File: config.mk
export PLATFORM = sky130hd
export DESIGN_NAME = twin_watchdog
export DESIGN_NICKNAME = d
export VERILOG_FILES = /design/src/rtl/twdt_pkg.sv /design/src/rtl/twdt_counter.sv /design/src/rtl/twdt_window.sv /design/src/rtl/twdt_regs.sv /design/src/rtl/twin_watchdog.sv
export SDC_FILE = /design/constraint.sdc
export NUM_CORES = 1
export LEC_CHECK = 0
export BUFFER_PORTS_ARGS = -buffer_cell sky130_fd_sc_hd__buf_2
export CAP_MARGIN = 0
export CORE_MARGIN = 4
export CORE_UTILIZATION = 45
export CTS_CLUSTER_DIAMETER = 200
export DETAILED_ROUTE_END_ITERATION = 16
export GPL_ROUTABILITY_DRIVEN = 0
export PLACE_DENSITY = 0.71
export SYNTH_ARGS = -nofsm -noshare
export SYNTH_HDL_FRONTEND = slang
export SYNTH_SLANG_ARGS = --single-unit
export TNS_END_PERCENT = 30
File: constraint.sdc
create_clock -name clk -period 3.3 [get_ports clk]
set_input_delay 0.33 -clock clk [delete_from_list [all_inputs] [get_ports clk]]
set_output_delay 0.33 -clock clk [all_outputs]
set_load 0.01 [all_outputs]
File: src/rtl/twdt_pkg.sv
package twdt_pkg;
    localparam int DATA_W = 16;
    localparam logic [DATA_W-1:0] SERVICE_KEY = 16'h5743;

    localparam logic [1:0] SEL_CTRL = 2'd0;
    localparam logic [1:0] SEL_KEY  = 2'd1;
    localparam logic [1:0] SEL_FLAG = 2'd2;

    typedef enum logic [1:0] {
        ST_OFF  = 2'd0,
        ST_RUN  = 2'd1,
        ST_SAVE = 2'd2,
        ST_WAKE = 2'd3
    } wdt_state_t;
endpackage

File: src/rtl/twdt_counter.sv
module twdt_counter #(
    parameter int DIV_W = 5,
    localparam int CNT_W = 1 << DIV_W
) (
    input  logic             clk,
    input  logic             rst_n,
    input  logic             clr,
    input  logic             adv,
    input  logic [DIV_W-1:0] div,
    output logic [CNT_W-1:0] cnt,
    output logic             expire
);
    logic [CNT_W-1:0] term;

    // terminal count is 2^div - 1
    assign term   = ~({CNT_W{1'b1}} << div);
    assign expire = adv && (cnt == term);

    always_ff @(posedge clk or negedge rst_n) begin
        if (!rst_n)      cnt <= '0;
        else if (clr)    cnt <= '0;
        else if (expire) cnt <= '0;
        else if (adv)    cnt <= cnt + 1'b1;
    end
endmodule

File: src/rtl/twdt_window.sv
module twdt_window #(
    parameter int DIV_W = 5,
    localparam int CNT_W = 1 << DIV_W,
    localparam int EXT_W = CNT_W + 4
) (
    input  logic [DIV_W-1:0] div,
    input  logic [1:0]       win_sel,
    output logic [CNT_W-1:0] thr
);
    logic [EXT_W-1:0] period;
    logic [EXT_W-1:0] eighths;
    logic [EXT_W-1:0] share;
    logic [EXT_W-1:0] raw;

    always_comb begin
        period = {{(EXT_W-1){1'b0}}, 1'b1} << div;
        unique case (win_sel)
            2'd3:    eighths = EXT_W'(2);
            2'd2:    eighths = EXT_W'(3);
            2'd1:    eighths = EXT_W'(4);
            default: eighths = EXT_W'(6);
        endcase
        share = (period * eighths) >> 3;
        raw   = period - share;
        if (raw > period - 1'b1) raw = period - 1'b1;
        thr = raw[CNT_W-1:0];
    end
endmodule

File: src/rtl/twdt_regs.sv
module twdt_regs
    import twdt_pkg::*;
(
    input  logic              clk,
    input  logic              rst_n,
    input  logic              wr_en,
    input  logic [1:0]        wr_sel,
    input  logic [DATA_W-1:0] wr_data,
    input  logic              cfg_force_on,
    input  logic              cfg_force_win,
    input  logic              flag_set,
    output logic              on_q,
    output logic              win_q,
    output logic              flag_q,
    output logic              key_ok
);
    logic on_sw;
    logic win_sw;

    assign on_q   = cfg_force_on | on_sw;
    assign win_q  = cfg_force_win | win_sw;
    assign key_ok = wr_en && (wr_sel == SEL_KEY) && (wr_data == SERVICE_KEY);

    always_ff @(posedge clk or negedge rst_n) begin
        if (!rst_n) begin
            on_sw  <= 1'b0;
            win_sw <= 1'b0;
        end else if (wr_en && wr_sel == SEL_CTRL) begin
            on_sw  <= wr_data[0];
            win_sw <= wr_data[1];
        end
    end

    always_ff @(posedge clk or negedge rst_n) begin
        if (!rst_n)                            flag_q <= 1'b0;
        else if (flag_set)                     flag_q <= 1'b1;
        else if (wr_en && wr_sel == SEL_FLAG)  flag_q <= wr_data[0];
    end
endmodule

File: src/rtl/twin_watchdog.sv
module twin_watchdog
    import twdt_pkg::*;
#(
    parameter int DIV_W = 5,
    localparam int CNT_W = 1 << DIV_W
) (
    input  logic              clk,
    input  logic              rst_n,
    input  logic              tick,
    input  logic              cfg_force_on,
    input  logic              cfg_force_win,
    input  logic [1:0]        cfg_win_sel,
    input  logic [DIV_W-1:0]  cfg_run_div,
    input  logic [DIV_W-1:0]  cfg_save_div,
    input  logic              wr_en,
    input  logic [1:0]        wr_sel,
    input  logic [DATA_W-1:0] wr_data,
    input  logic              pwr_save,
    input  logic              dbg_clr,
    input  logic              clk_sw_clr,
    output logic              rst_req,
    output logic              wake_req,
    output logic              to_flag,
    output logic              on_q,
    output logic              win_q
);
    wdt_state_t state, state_nx;

    logic             key_ok;
    logic             run_adv, save_adv, save_clr, run_clr;
    logic             run_expire, save_expire;
    logic             early_key;
    logic             run_phase;
    logic [CNT_W-1:0] run_cnt, save_cnt, win_thr;

    twdt_regs u_regs (
        .clk          (clk),
        .rst_n        (rst_n),
        .wr_en        (wr_en),
        .wr_sel       (wr_sel),
        .wr_data      (wr_data),
        .cfg_force_on (cfg_force_on),
        .cfg_force_win(cfg_force_win),
        .flag_set     (run_expire | save_expire),
        .on_q         (on_q),
        .win_q        (win_q),
        .flag_q       (to_flag),
        .key_ok       (key_ok)
    );

    twdt_counter #(.DIV_W(DIV_W)) u_run_cnt (
        .clk   (clk),
        .rst_n (rst_n),
        .clr   (run_clr),
        .adv   (run_adv),
        .div   (cfg_run_div),
        .cnt   (run_cnt),
        .expire(run_expire)
    );

    twdt_counter #(.DIV_W(DIV_W)) u_save_cnt (
        .clk   (clk),
        .rst_n (rst_n),
        .clr   (save_clr),
        .adv   (save_adv),
        .div   (cfg_save_div),
        .cnt   (save_cnt),
        .expire(save_expire)
    );

    twdt_window #(.DIV_W(DIV_W)) u_window (
        .div    (cfg_run_div),
        .win_sel(cfg_win_sel),
        .thr    (win_thr)
    );

    // state register
    always_ff @(posedge clk or negedge rst_n) begin
        if (!rst_n) state <= ST_OFF;
        else        state <= state_nx;
    end

    // next-state logic
    always_comb begin
        state_nx = state;
        unique case (state)
            ST_OFF:  if (on_q) state_nx = ST_RUN;
            ST_RUN: begin
                if (!on_q)         state_nx = ST_OFF;
                else if (pwr_save) state_nx = ST_SAVE;
            end
            ST_SAVE: begin
                if (!on_q)            state_nx = ST_OFF;
                else if (save_expire) state_nx = ST_WAKE;
                else if (!pwr_save)   state_nx = ST_RUN;
            end
            ST_WAKE: begin
                if (!on_q)          state_nx = ST_OFF;
                else if (!pwr_save) state_nx = ST_RUN;
            end
            default: state_nx = ST_OFF;
        endcase
    end

    // per-state outputs and counter controls
    always_comb begin
        run_phase = (state == ST_RUN) || (state == ST_WAKE);
        run_adv   = tick && on_q && run_phase;
        save_adv  = tick && on_q && (state == ST_SAVE);
        save_clr  = (state != ST_SAVE);
        run_clr   = !on_q || key_ok || dbg_clr || clk_sw_clr;
        early_key = key_ok && on_q && win_q && run_phase && (run_cnt < win_thr);
        wake_req  = (state == ST_WAKE);
    end

    always_ff @(posedge clk or negedge rst_n) begin
        if (!rst_n) rst_req <= 1'b0;
        else        rst_req <= run_expire | early_key;
    end
endmodule

==> impl_metrics.tcl, run 1 <==
set metrics [dict create \
    outcome "complete, but fails checks" \
    violations "setup timing" \
    finalHoldViolations 0 \
    syn_area_per_cell_um2 7.280 \
    htreeDepth 3 \
    synthFlopType "dfrtp_1" \
    dr.max_layer_used "met4" \
    grt_use_total_pct 26.61 \
    timing.hold.ws_ps 193.1 \
    grt_overflow 0 \
    syn_inst 1646 \
    pwr_density_cell_nw_per_um2 247.1 \
    wl_per_cell_um 16.74 \
    rsz0062_at_grt "true" \
    criticalPathCategory "input pin to flip-flop" \
    clk_latency_ps 320 \
    cts.sinks 70 \
    io_pins 44 \
    slew_headroom_pct 39.43 \
    cts_made_buffers 9 \
    power_w 0.004013 \
    detailed_place_hpwl_um 31070 \
    wl_met2_um 18020 \
    grt_pass1_vias 13380 \
    antenna_cells 0 \
    crit_top_cell "a21o_1" \
    grt_antenna_before_repair 0 \
    start_kind "input pin" \
    cp_max_fo 17 \
    endpoint_kind "flip-flop" \
    firstDrtPassIters 7 \
    cts_hold_buf 0 \
    fin_crit_sh_pct 282.9 \
    setup_viol 1 \
    area_growth_syn_to_layout_pct 35.53 \
    first_iter_violations 1272 \
    setup_ws_ps -6036 \
    synth_seq_area_share_pct 14.62 \
    nFillCells 2248 \
    synth_area_um2 11980 \
    synth-seq-cells 70 \
    route.met3.wl_um 2770 \
    vias 13710 \
    leakagePower_nw 8.038 \
    async_reset_ff_share_pct 100.0 \
    io_buffers 43 \
    die_y_um 171.2 \
    crit_slowest_cell "fa_1" \
    rows 59 \
    wl_um 39330 \
    ys_warn_count 0 \
    cts_tree "yes" \
    finalNetCount 2212 \
    grt_pass1_wl_um 65250 \
    dieArea_um2 29300 \
    start_util_pct 45.85 \
    cpPeakStageDelay_ps 540 \
    grt_max_degree 71 \
    core_area_um2 26130 \
    path_buf_inv 5 \
    fmax_mhz 107.1 \
    vdd_drop_max_v 0.0002904 \
    drc_errors 0 \
    slew_viol_final 0 \
    drtAntennaViolNets 0 \
    required_ps 3510 \
    maxCapViolations 0 \
    utilization_pct 62.15 \
    cp_top_family "compound AO/OA/AOI/OAI gates" \
    clockBufferDepth 2 \
    worst_ep_arrival_time_ps 9540 \
    hp-class "input pin to flip-flop" \
    fin_skew_ps 7.912 \
    m1WireLength_um 17710 \
    synth.distinct_cells 89 \
    cts_root_buf "clkbuf_16" \
    clk_pin_slew_ps 60 \
    synth_edf_count 0 \
    tightest_slew_ps 908.5 \
    drive_gt1_share_pct 28.60 \
    die_w_um 171.2 \
    post-route-min-period_ps 9336 \
    routed_via_density 5.836 \
]
==> cells in the mapped netlist (21+ instances only) <==
library cell / number / area share (%)
a21o_1: 52 / 3.3
a21oi_1: 108 / 4.5
and3_1: 37 / 1.9
clkbuf_1: 59 / 1.8
dfrtp_1: 70 / 15
fa_1: 32 / 5.3
ha_1: 132 / 14
inv_1: 102 / 3.2
nand2_1: 191 / 6.0
nand2b_1: 51 / 2.7
nand3_1: 58 / 2.4
nand4_1: 26 / 1.4
nor2_1: 126 / 3.9
nor2b_1: 21 / 1.1
nor3_1: 34 / 1.4
o21ai_0: 151 / 6.3
o31ai_1: 23 / 1.4
or3_1: 24 / 1.3
xnor2_1: 45 / 3.3
xor2_1: 41 / 3.0
==> per-layer routing <==
| layer | global-route usage [%] | vias up |
|---|---|---|
| met5 | 0 | - |
| met4 | 6.200 | 0 |
| met3 | 3.792 | 80 |
| met2 | 43.83 | 533 |
| met1 | 37.16 | 6480 |
| li1 | - | 6616 |
==> layout make-up <==
cell class	count	area, um^2	share of cell area [%]
inverters	104	392.9	2.419
clock buffers	11	242.7	1.495
clock inverters	5	58.81	0.3621
multi-input cells	1394	10110	62.23
flip-flops and latches	70	1754	10.80
well taps	335	419.2	2.581
repair buffers	430	3266	20.11
==> registers in the layout, summed over array words and instances, names as in the netlist <==
| name | cells |
|---|---|
| rst_req | 1 |
| u_regs.flag_q | 1 |
| u_regs.on_sw | 1 |
| u_run_cnt.cnt | 32 |
| u_regs.win_sw | 1 |
| u_save_cnt.cnt | 32 |
| state | 2 |
==> final timing paths <==
kind / from / to / slack, ps / cells past startpoint
min in group asynchronous: rst_n / u_save_cnt.cnt[4]$_DFFE_PN0P_ / 210 / 2
worst max-delay path: cfg_run_div[3] / rst_req$_DFF_PN0_ / -6040 / 46
worst min register to register: u_regs.on_sw$_DFFE_PN0P_ / u_regs.on_sw$_DFFE_PN0P_ / 520 / 1
worst max register to register: u_save_cnt.cnt[2]$_DFFE_PN0P_ / u_save_cnt.cnt[31]$_DFFE_PN0P_ / 230 / 12
max in group asynchronous: rst_n / u_save_cnt.cnt[1]$_DFFE_PN0P_ / 2470 / 2
worst min-delay path: pwr_save / state[0]$_DFFE_PN0P_ / 190 / 2
==> power by group <==
part	internal, W	total, W	leakage [nW]	switching [W]
Clock	0.000606	0.000970	0.142	0.000365
Sequential	0.000871	0.000885	0.965	0.0000137
Combinational	0.00106	0.00216	6.93	0.00109
==> cell families (layout without fill, tap and decap cells) <==
group                      count (synthesis)  count (layout)  share of synthesized area (%)
and+or+nand+nor                          640             640                          26.51
buffers and inverters                    186             550                          6.140
other                                      1               5                        0.03130
muxes                                     22              22                          1.869
AOI/OAI and AO/OA                        474             474                          25.14
DFF                                       70              70                          14.62
adders and majority gates                167             167                          19.40
xor gates and xnor gates                  86              86                          6.286
==> cells in the final DEF, fill, tap and decap left out, types with 16 or more instances in the layout <==
cell type,synthesis,layout
buf_4,3,377
nand2_1,191,187
o21ai_0,151,134
ha_1,132,122
nor2_1,126,118
a21oi_1,108,98
inv_1,102,95
dfrtp_1,70,68
nand3_1,58,57
a21o_1,52,52
nand2b_1,51,48
xnor2_1,45,45
xor2_1,41,39
buf_2,15,39
and3_1,37,35
fa_1,32,31
nor3_1,34,26
nand4_1,26,26
o31ai_1,23,23
o21ai_1,6,19
mux2i_1,19,19
nor2b_1,21,17
or3_1,24,16
==> stage by stage <==
step / std cells / instance area [um^2] / worst slack, ps / TNS (ps)
floorplan: 1650 / 12400 / -5618 / -5618
global placement: 2314 / 15420 / -6134 / -16230
detailed placement: 2314 / 15420 / -6410 / -18280
CTS: 2340 / 15950 / -5817 / -5817
global route: 2349 / 16240 / -6465 / -6497
finish: 2349 / 16240 / -6036 / -6036
==> timing repair <==
item	CTS	global route
cloned	0	1
hold endpoints to repair	0	0
pin swaps	24	32
endpoints found under the setup margin	28	34
resized for setup	30	56
setup buffers	10	8
No activity file was read; power rests on OpenSTA's default activity.
==> run 2, diff against run 1 <==
--- a/config.mk
+++ b/config.mk
@@ -9,10 +9,12 @@
 export CAP_MARGIN = 0
 export CORE_MARGIN = 4
 export CORE_UTILIZATION = 45
+export CTS_BUF_LIST = sky130_fd_sc_hd__clkbuf_16
 export CTS_CLUSTER_DIAMETER = 200
 export DETAILED_ROUTE_END_ITERATION = 16
 export GPL_ROUTABILITY_DRIVEN = 0
 export PLACE_DENSITY = 0.71
+export REMOVE_ABC_BUFFERS = 1
 export SYNTH_ARGS = -nofsm -noshare
 export SYNTH_HDL_FRONTEND = slang
 export SYNTH_SLANG_ARGS = --single-unit
==> run 2 against run 1 <==
  * The flow still finishes with violations (setup timing)
  * Die area is the same
  * Design area grew 2.6%
  * Routed wire length grew 6.1%
  * Critical path type unchanged
  * Critical endpoint unchanged
==> impl_metrics.tcl, run 2 (synthesis results as in run 1) <==
set metrics [dict create \
    grt_overflow 0 \
    setup_ws_ps -6268 \
    start_util_pct 45.85 \
    drive_gt1_share_pct 30.84 \
    pwr_density_cell_nw_per_um2 249.2 \
    fmax_mhz 104.5 \
    die_y_um 171.2 \
    crit_top_cell "a21o_1" \
    criticalPathCategory "input pin to flip-flop" \
    cts.sinks 70 \
    finalHoldViolations 0 \
    core_area_um2 26130 \
    outcome "complete, but fails checks" \
    worst_ep_arrival_time_ps 9780 \
    dieArea_um2 29300 \
    drc_errors 0 \
    cpPeakStageDelay_ps 500 \
    htreeDepth 3 \
    final_cell_mix "395 x buf_4, 183 x nand2_1, 135 x o21ai_0" \
    power_w 0.004155 \
    area_growth_syn_to_layout_pct 39.11 \
    vdd_drop_max_v 0.0002218 \
    die_w_um 171.2 \
    antenna_cells 0 \
    wl_per_cell_um 17.52 \
    rsz0062_at_grt "true" \
    cts_root_buf "clkbuf_16" \
    top_regs "u_run_cnt.cnt: 32 flops, u_save_cnt.cnt: 32 flops, state: 2 flops" \
    grt_pass1_vias 13920 \
    utilization_pct 63.79 \
    first_iter_violations 1506 \
    grt_antenna_before_repair 0 \
    routed_via_density 5.972 \
    cts_made_buffers 9 \
    slew_viol_final 0 \
    slew_headroom_pct 30.79 \
    hp-class "input pin to flip-flop" \
    clk_latency_ps 340 \
    setup_viol 4 \
    leakagePower_nw 8.207 \
    post-route-min-period_ps 9568 \
    fin_skew_ps 8.754 \
    required_ps 3510 \
    tightest_slew_ps 1034 \
    mostFrequentLayoutCell "buf_4" \
    clk_pin_slew_ps 60 \
    maxCapViolations 0 \
    fin_crit_sh_pct 289.9 \
    clockBufferDepth 2 \
    io_buffers 43 \
    start_kind "input pin" \
    crit_slowest_cell "fa_1" \
    grt_use_total_pct 27.56 \
    cts_tree "yes" \
    violations "setup timing" \
    grt_max_degree 71 \
    detailed_place_hpwl_um 30840 \
    rows 59 \
    wl_um 41710 \
    cp_max_fo 10 \
    io_pins 44 \
    finalNetCount 2244 \
    endpoint_kind "flip-flop" \
    drtAntennaViolNets 0 \
    vias 14220 \
    grt_pass1_wl_um 67540 \
    firstDrtPassIters 6 \
]
-- run 2: cell count changes in the layout (fill, tap and decap cells not counted), sizes merged --
cell | before | now
buf | 428 | 458
clkbuf | 13 | 11
inv | 104 | 106
a31oi | 16 | 17
bufbuf | 0 | 1
bufinv | 1 | 2
clkinvlp | 2 | 1
-- run 2: per-layer routing --
metal	share of wire, %	global-route usage (%)
met1	42	36.89
met2	47	45.98
met3	8.4	3.700
met4	2.9	9.335
met5	0	0
-- run 2: worst paths after layout --
kind,cells past startpoint,from,to,slack (ps)
worst max-delay path,46,cfg_run_div[0],rst_req$_DFF_PN0_,-6270
worst min-delay path,2,pwr_save,state[0]$_DFFE_PN0P_,190
worst min register to register,1,u_save_cnt.cnt[31]$_DFFE_PN0P_,u_save_cnt.cnt[31]$_DFFE_PN0P_,490
max in group asynchronous,2,rst_n,u_run_cnt.cnt[26]$_DFFE_PN0P_,2530
worst max register to register,13,u_run_cnt.cnt[13]$_DFFE_PN0P_,u_run_cnt.cnt[8]$_DFFE_PN0P_,120
min in group asynchronous,2,rst_n,u_save_cnt.cnt[9]$_DFFE_PN0P_,200
-- run 2: layout make-up --
cell class | count | area (um^2)
Sequential cell | 70 | 1752
Multi-Input combinational cell | 1395 | 10200
Clock inverter | 7 | 88.84
Timing Repair Buffer | 461 | 3590
Fill cell | 2059 | 9463
Inverter | 104 | 397.9
Tap cell | 335 | 419.2
Clock buffer | 9 | 225.2
-- run 2: what timing repair did --
item,in CTS,in global routing
gates cloned,2,2
pin swaps,89,40
hold buffers,0,0
endpoints found under the setup margin,28,34
resized for setup,157,39
hold endpoints to repair,0,0
buffers inserted,33,5
-- run 2: critical path, delay by kind of cell --
family / cells / cell delay (ps)
compound gates: 20 / 3570
xor+xnor: 2 / 420
fa+ha+maj: 5 / 1660
buf+inv: 10 / 1360
mux: 1 / 140
simple gates: 8 / 2300
-- run 2: report_power, final --
part	internal [W]	switching, W
Sequential	0.000871	0.0000128
Clock	0.000658	0.000384
Combinational	0.00110	0.00113
-- run 2: stage by stage --
stage	instance area [um^2]	TNS, ps	std cells	hold WS (ps)	setup WS (ps)
final	16670	-6359	2381	193.8	-6268
after global routing	16670	-10360	2381	202.5	-6511
after CTS	16450	-5870	2375	189.5	-5870
after detailed placement	15210	-19010	2324	482.6	-7501
after global placement	15210	-19380	2324	475.3	-7056
after floorplan	11650	-9548	1568	34.41	-8194
==> run 3, diff against run 2 <==
==> constraint.sdc (replaced) <==
create_clock -name clk -period 3.3 [get_ports clk]
set_input_delay 0.66 -clock clk [delete_from_list [all_inputs] [get_ports clk]]
set_output_delay 0.66 -clock clk [all_outputs]
set_load 0.01 [all_outputs]
==> run 3 against run 2 <==
  * Worst setup slack got worse by 340 ps
  * Largest cell class unchanged
  * Critical path depth rose by 5
  * Largest power group unchanged
  * The flow still finishes with violations (setup timing)
  * Routed wire length rose by 7.6%
  * Combinational power rose by 8%
  * Clock power rose by 7%
==> impl_metrics.tcl, run 3 (synthesis results as in run 1) <==
set metrics [dict create \
    power_frac_seq_pct 20.1 \
    outcome "complete, but fails checks" \
    crit_start "cfg_run_div[4]" \
    rsz0062_at_grt "true" \
    nFillCells 1924 \
    slew_viol_final 0 \
    drtAntennaViolNets 0 \
    grt_antenna_before_repair 0 \
    leakagePower_nw 8.571 \
    rows 59 \
    fin_skew_ps 10.75 \
    timing.rr.end "u_run_cnt.cnt[29]$_DFFE_PN0P_" \
    reg2regPathDepth 10 \
    wl_um 44890 \
    finalHoldViolations 0 \
    timing.critical_path.to "rst_req$_DFF_PN0_" \
    core_area_um2 26130 \
    utilization_pct 66.23 \
    clk_pin_slew_ps 60 \
    switchingPower_w 0.001601 \
    crit_slowest_cell "fa_1" \
    clockBufferDepth 2 \
    pwr_density_cell_nw_per_um2 254.2 \
    final_cell_mix "414 x buf_4, 185 x nand2_1, 120 x ha_1" \
    grt_util_met1_pct 37.87 \
    drc_errors 0 \
    cts.sinks 70 \
    cts_tree "yes" \
    required_ps 3520 \
    grt_max_degree 43 \
    sw_frac_of_total_pct 36.38 \
    area_growth_syn_to_layout_pct 44.44 \
    cpPeakStageDelay_ps 580 \
    p_int_w 0.002799 \
    die_y_um 171.2 \
    endpoint_kind "flip-flop" \
    wl_per_cell_um 18.48 \
    top_regs "u_run_cnt.cnt: 32 flops, u_save_cnt.cnt: 32 flops, state: 2 flops" \
    first_iter_violations 2032 \
    io_buffers 43 \
    post-route-min-period_ps 9913 \
    worst_ep_arrival_time_ps 10130 \
    firstDrtPassIters 8 \
    hp-class "input pin to asynchronous set/reset pin" \
    grt_pass1_vias 14120 \
    clockPowerShare_pct 25.1 \
    clk_latency_ps 340 \
    violations "setup timing" \
    detailed_place_hpwl_um 31190 \
    grt_use_total_pct 28.15 \
    crit_top_cell "a21o_1" \
    pwr-share-comb_pct 54.8 \
    antenna_cells 0 \
    io_pins 44 \
    multi_input_area_um2 10300 \
    routed_via_density 6.081 \
    start_kind "input pin" \
    fmax_mhz 100.9 \
    grtUsageMet3_pct 3.792 \
    fin_crit_sh_pct 300.4 \
    slew_headroom_pct 23.53 \
    finalNetCount 2293 \
    worst_r2r_startpoint "u_run_cnt.cnt[1]$_DFFE_PN0P_" \
    grt_busiest_layer "met2" \
    cts_hold_buf 0 \
    die_w_um 171.2 \
    regArea_um2 1752 \
    setup_ws_ps -6613 \
    power_w 0.004400 \
    r2r_setup_slack_ps 60 \
    cts_root_buf "clkbuf_16" \
    criticalPathCategory "input pin to flip-flop" \
    cp_max_fo 12 \
    setup_viol 34 \
    maxCapViolations 0 \
    cts_made_buffers 9 \
    tightest_slew_ps 1143 \
    vias 14770 \
    drive_gt1_share_pct 32.76 \
    grt_overflow 0 \
    dieArea_um2 29300 \
    mostFrequentLayoutCell "buf_4" \
    met2_usage_pct 46.82 \
    htreeDepth 3 \
    start_util_pct 45.85 \
    vdd_drop_max_v 0.0003021 \
    grt_pass1_wl_um 68850 \
]
## run 3: worst max-delay path, delay by kind of cell
| kind | cells | cell delay, ps |
|---|---|---|
| AO/OA/AOI/OAI | 24 | 4220 |
| AND/OR/NAND/NOR | 8 | 1950 |
| buffers and inverters | 12 | 1590 |
| adder cells (fa/ha/maj) | 5 | 1480 |
| XOR/XNOR | 2 | 230 |
## run 3: per-layer routing
metal | part of all wire (%) | up-vias
met4 | 5.3 | 0
met1 | 40 | 6872
met5 | 0 | -
met3 | 9.4 | 244
li1 | - | 6766
met2 | 45 | 889
## run 3: cell type report
| class | instances | area share, % |
|---|---|---|
| flip-flops and latches | 70 | 10.12 |
| inverters | 104 | 2.270 |
| clock buffers | 9 | 1.301 |
| clock inverters | 6 | 0.5928 |
| repair buffers | 510 | 23.81 |
| multi-input cells | 1395 | 59.49 |
| well taps | 335 | 2.422 |
## run 3: power by group through the flow
| stage | Combinational [W] | Clock (W) | Sequential, W |
|---|---|---|---|
| 6_report | 0.00241 | 0.00111 | 0.000884 |
| 5_1_grt | 0.00259 | 0.00115 | 0.000886 |
| 4_1_cts | 0.00221 | 0.00110 | 0.000884 |
| 3_5_place_dp | 0.00196 | 0 | 0.000899 |
| 3_3_place_gp | 0.00189 | 0 | 0.000898 |
| 2_1_floorplan | 0.00107 | 0 | 0.000897 |
## run 3: metrics by stage
stage | std cells | cell area, um^2 | TNS [ps] | setup slack (ps) | hold WS, ps
finish | 2429 | 17310 | -60570 | -6613 | 342.1
global route | 2429 | 17310 | -65510 | -6969 | 418.0
CTS | 2398 | 16780 | -7164 | -6221 | 377.3
detailed placement | 2339 | 15330 | -35480 | -7601 | 487.9
global placement | 2339 | 15330 | -32750 | -7432 | 476.7
floorplan | 1568 | 11650 | -18890 | -8524 | 364.4
## run 3: what timing repair did
action	in CTS	in global routing
buffers inserted	39	34
pin swaps	88	45
gates resized for setup	179	99
endpoints found under the setup margin	33	47
gates cloned	5	1
## run 3: worst min-delay path by stage
stage,depth (start not counted),endpoint,startpoint
floorplan,0,rst_req$_DFF_PN0_,rst_n
global placement,1,u_save_cnt.cnt[31]$_DFFE_PN0P_,u_save_cnt.cnt[31]$_DFFE_PN0P_
detailed placement,1,u_save_cnt.cnt[31]$_DFFE_PN0P_,u_save_cnt.cnt[31]$_DFFE_PN0P_
CTS,1,u_save_cnt.cnt[11]$_DFFE_PN0P_,rst_n
global route,1,u_save_cnt.cnt[0]$_DFFE_PN0P_,rst_n
finish,1,u_save_cnt.cnt[0]$_DFFE_PN0P_,rst_n
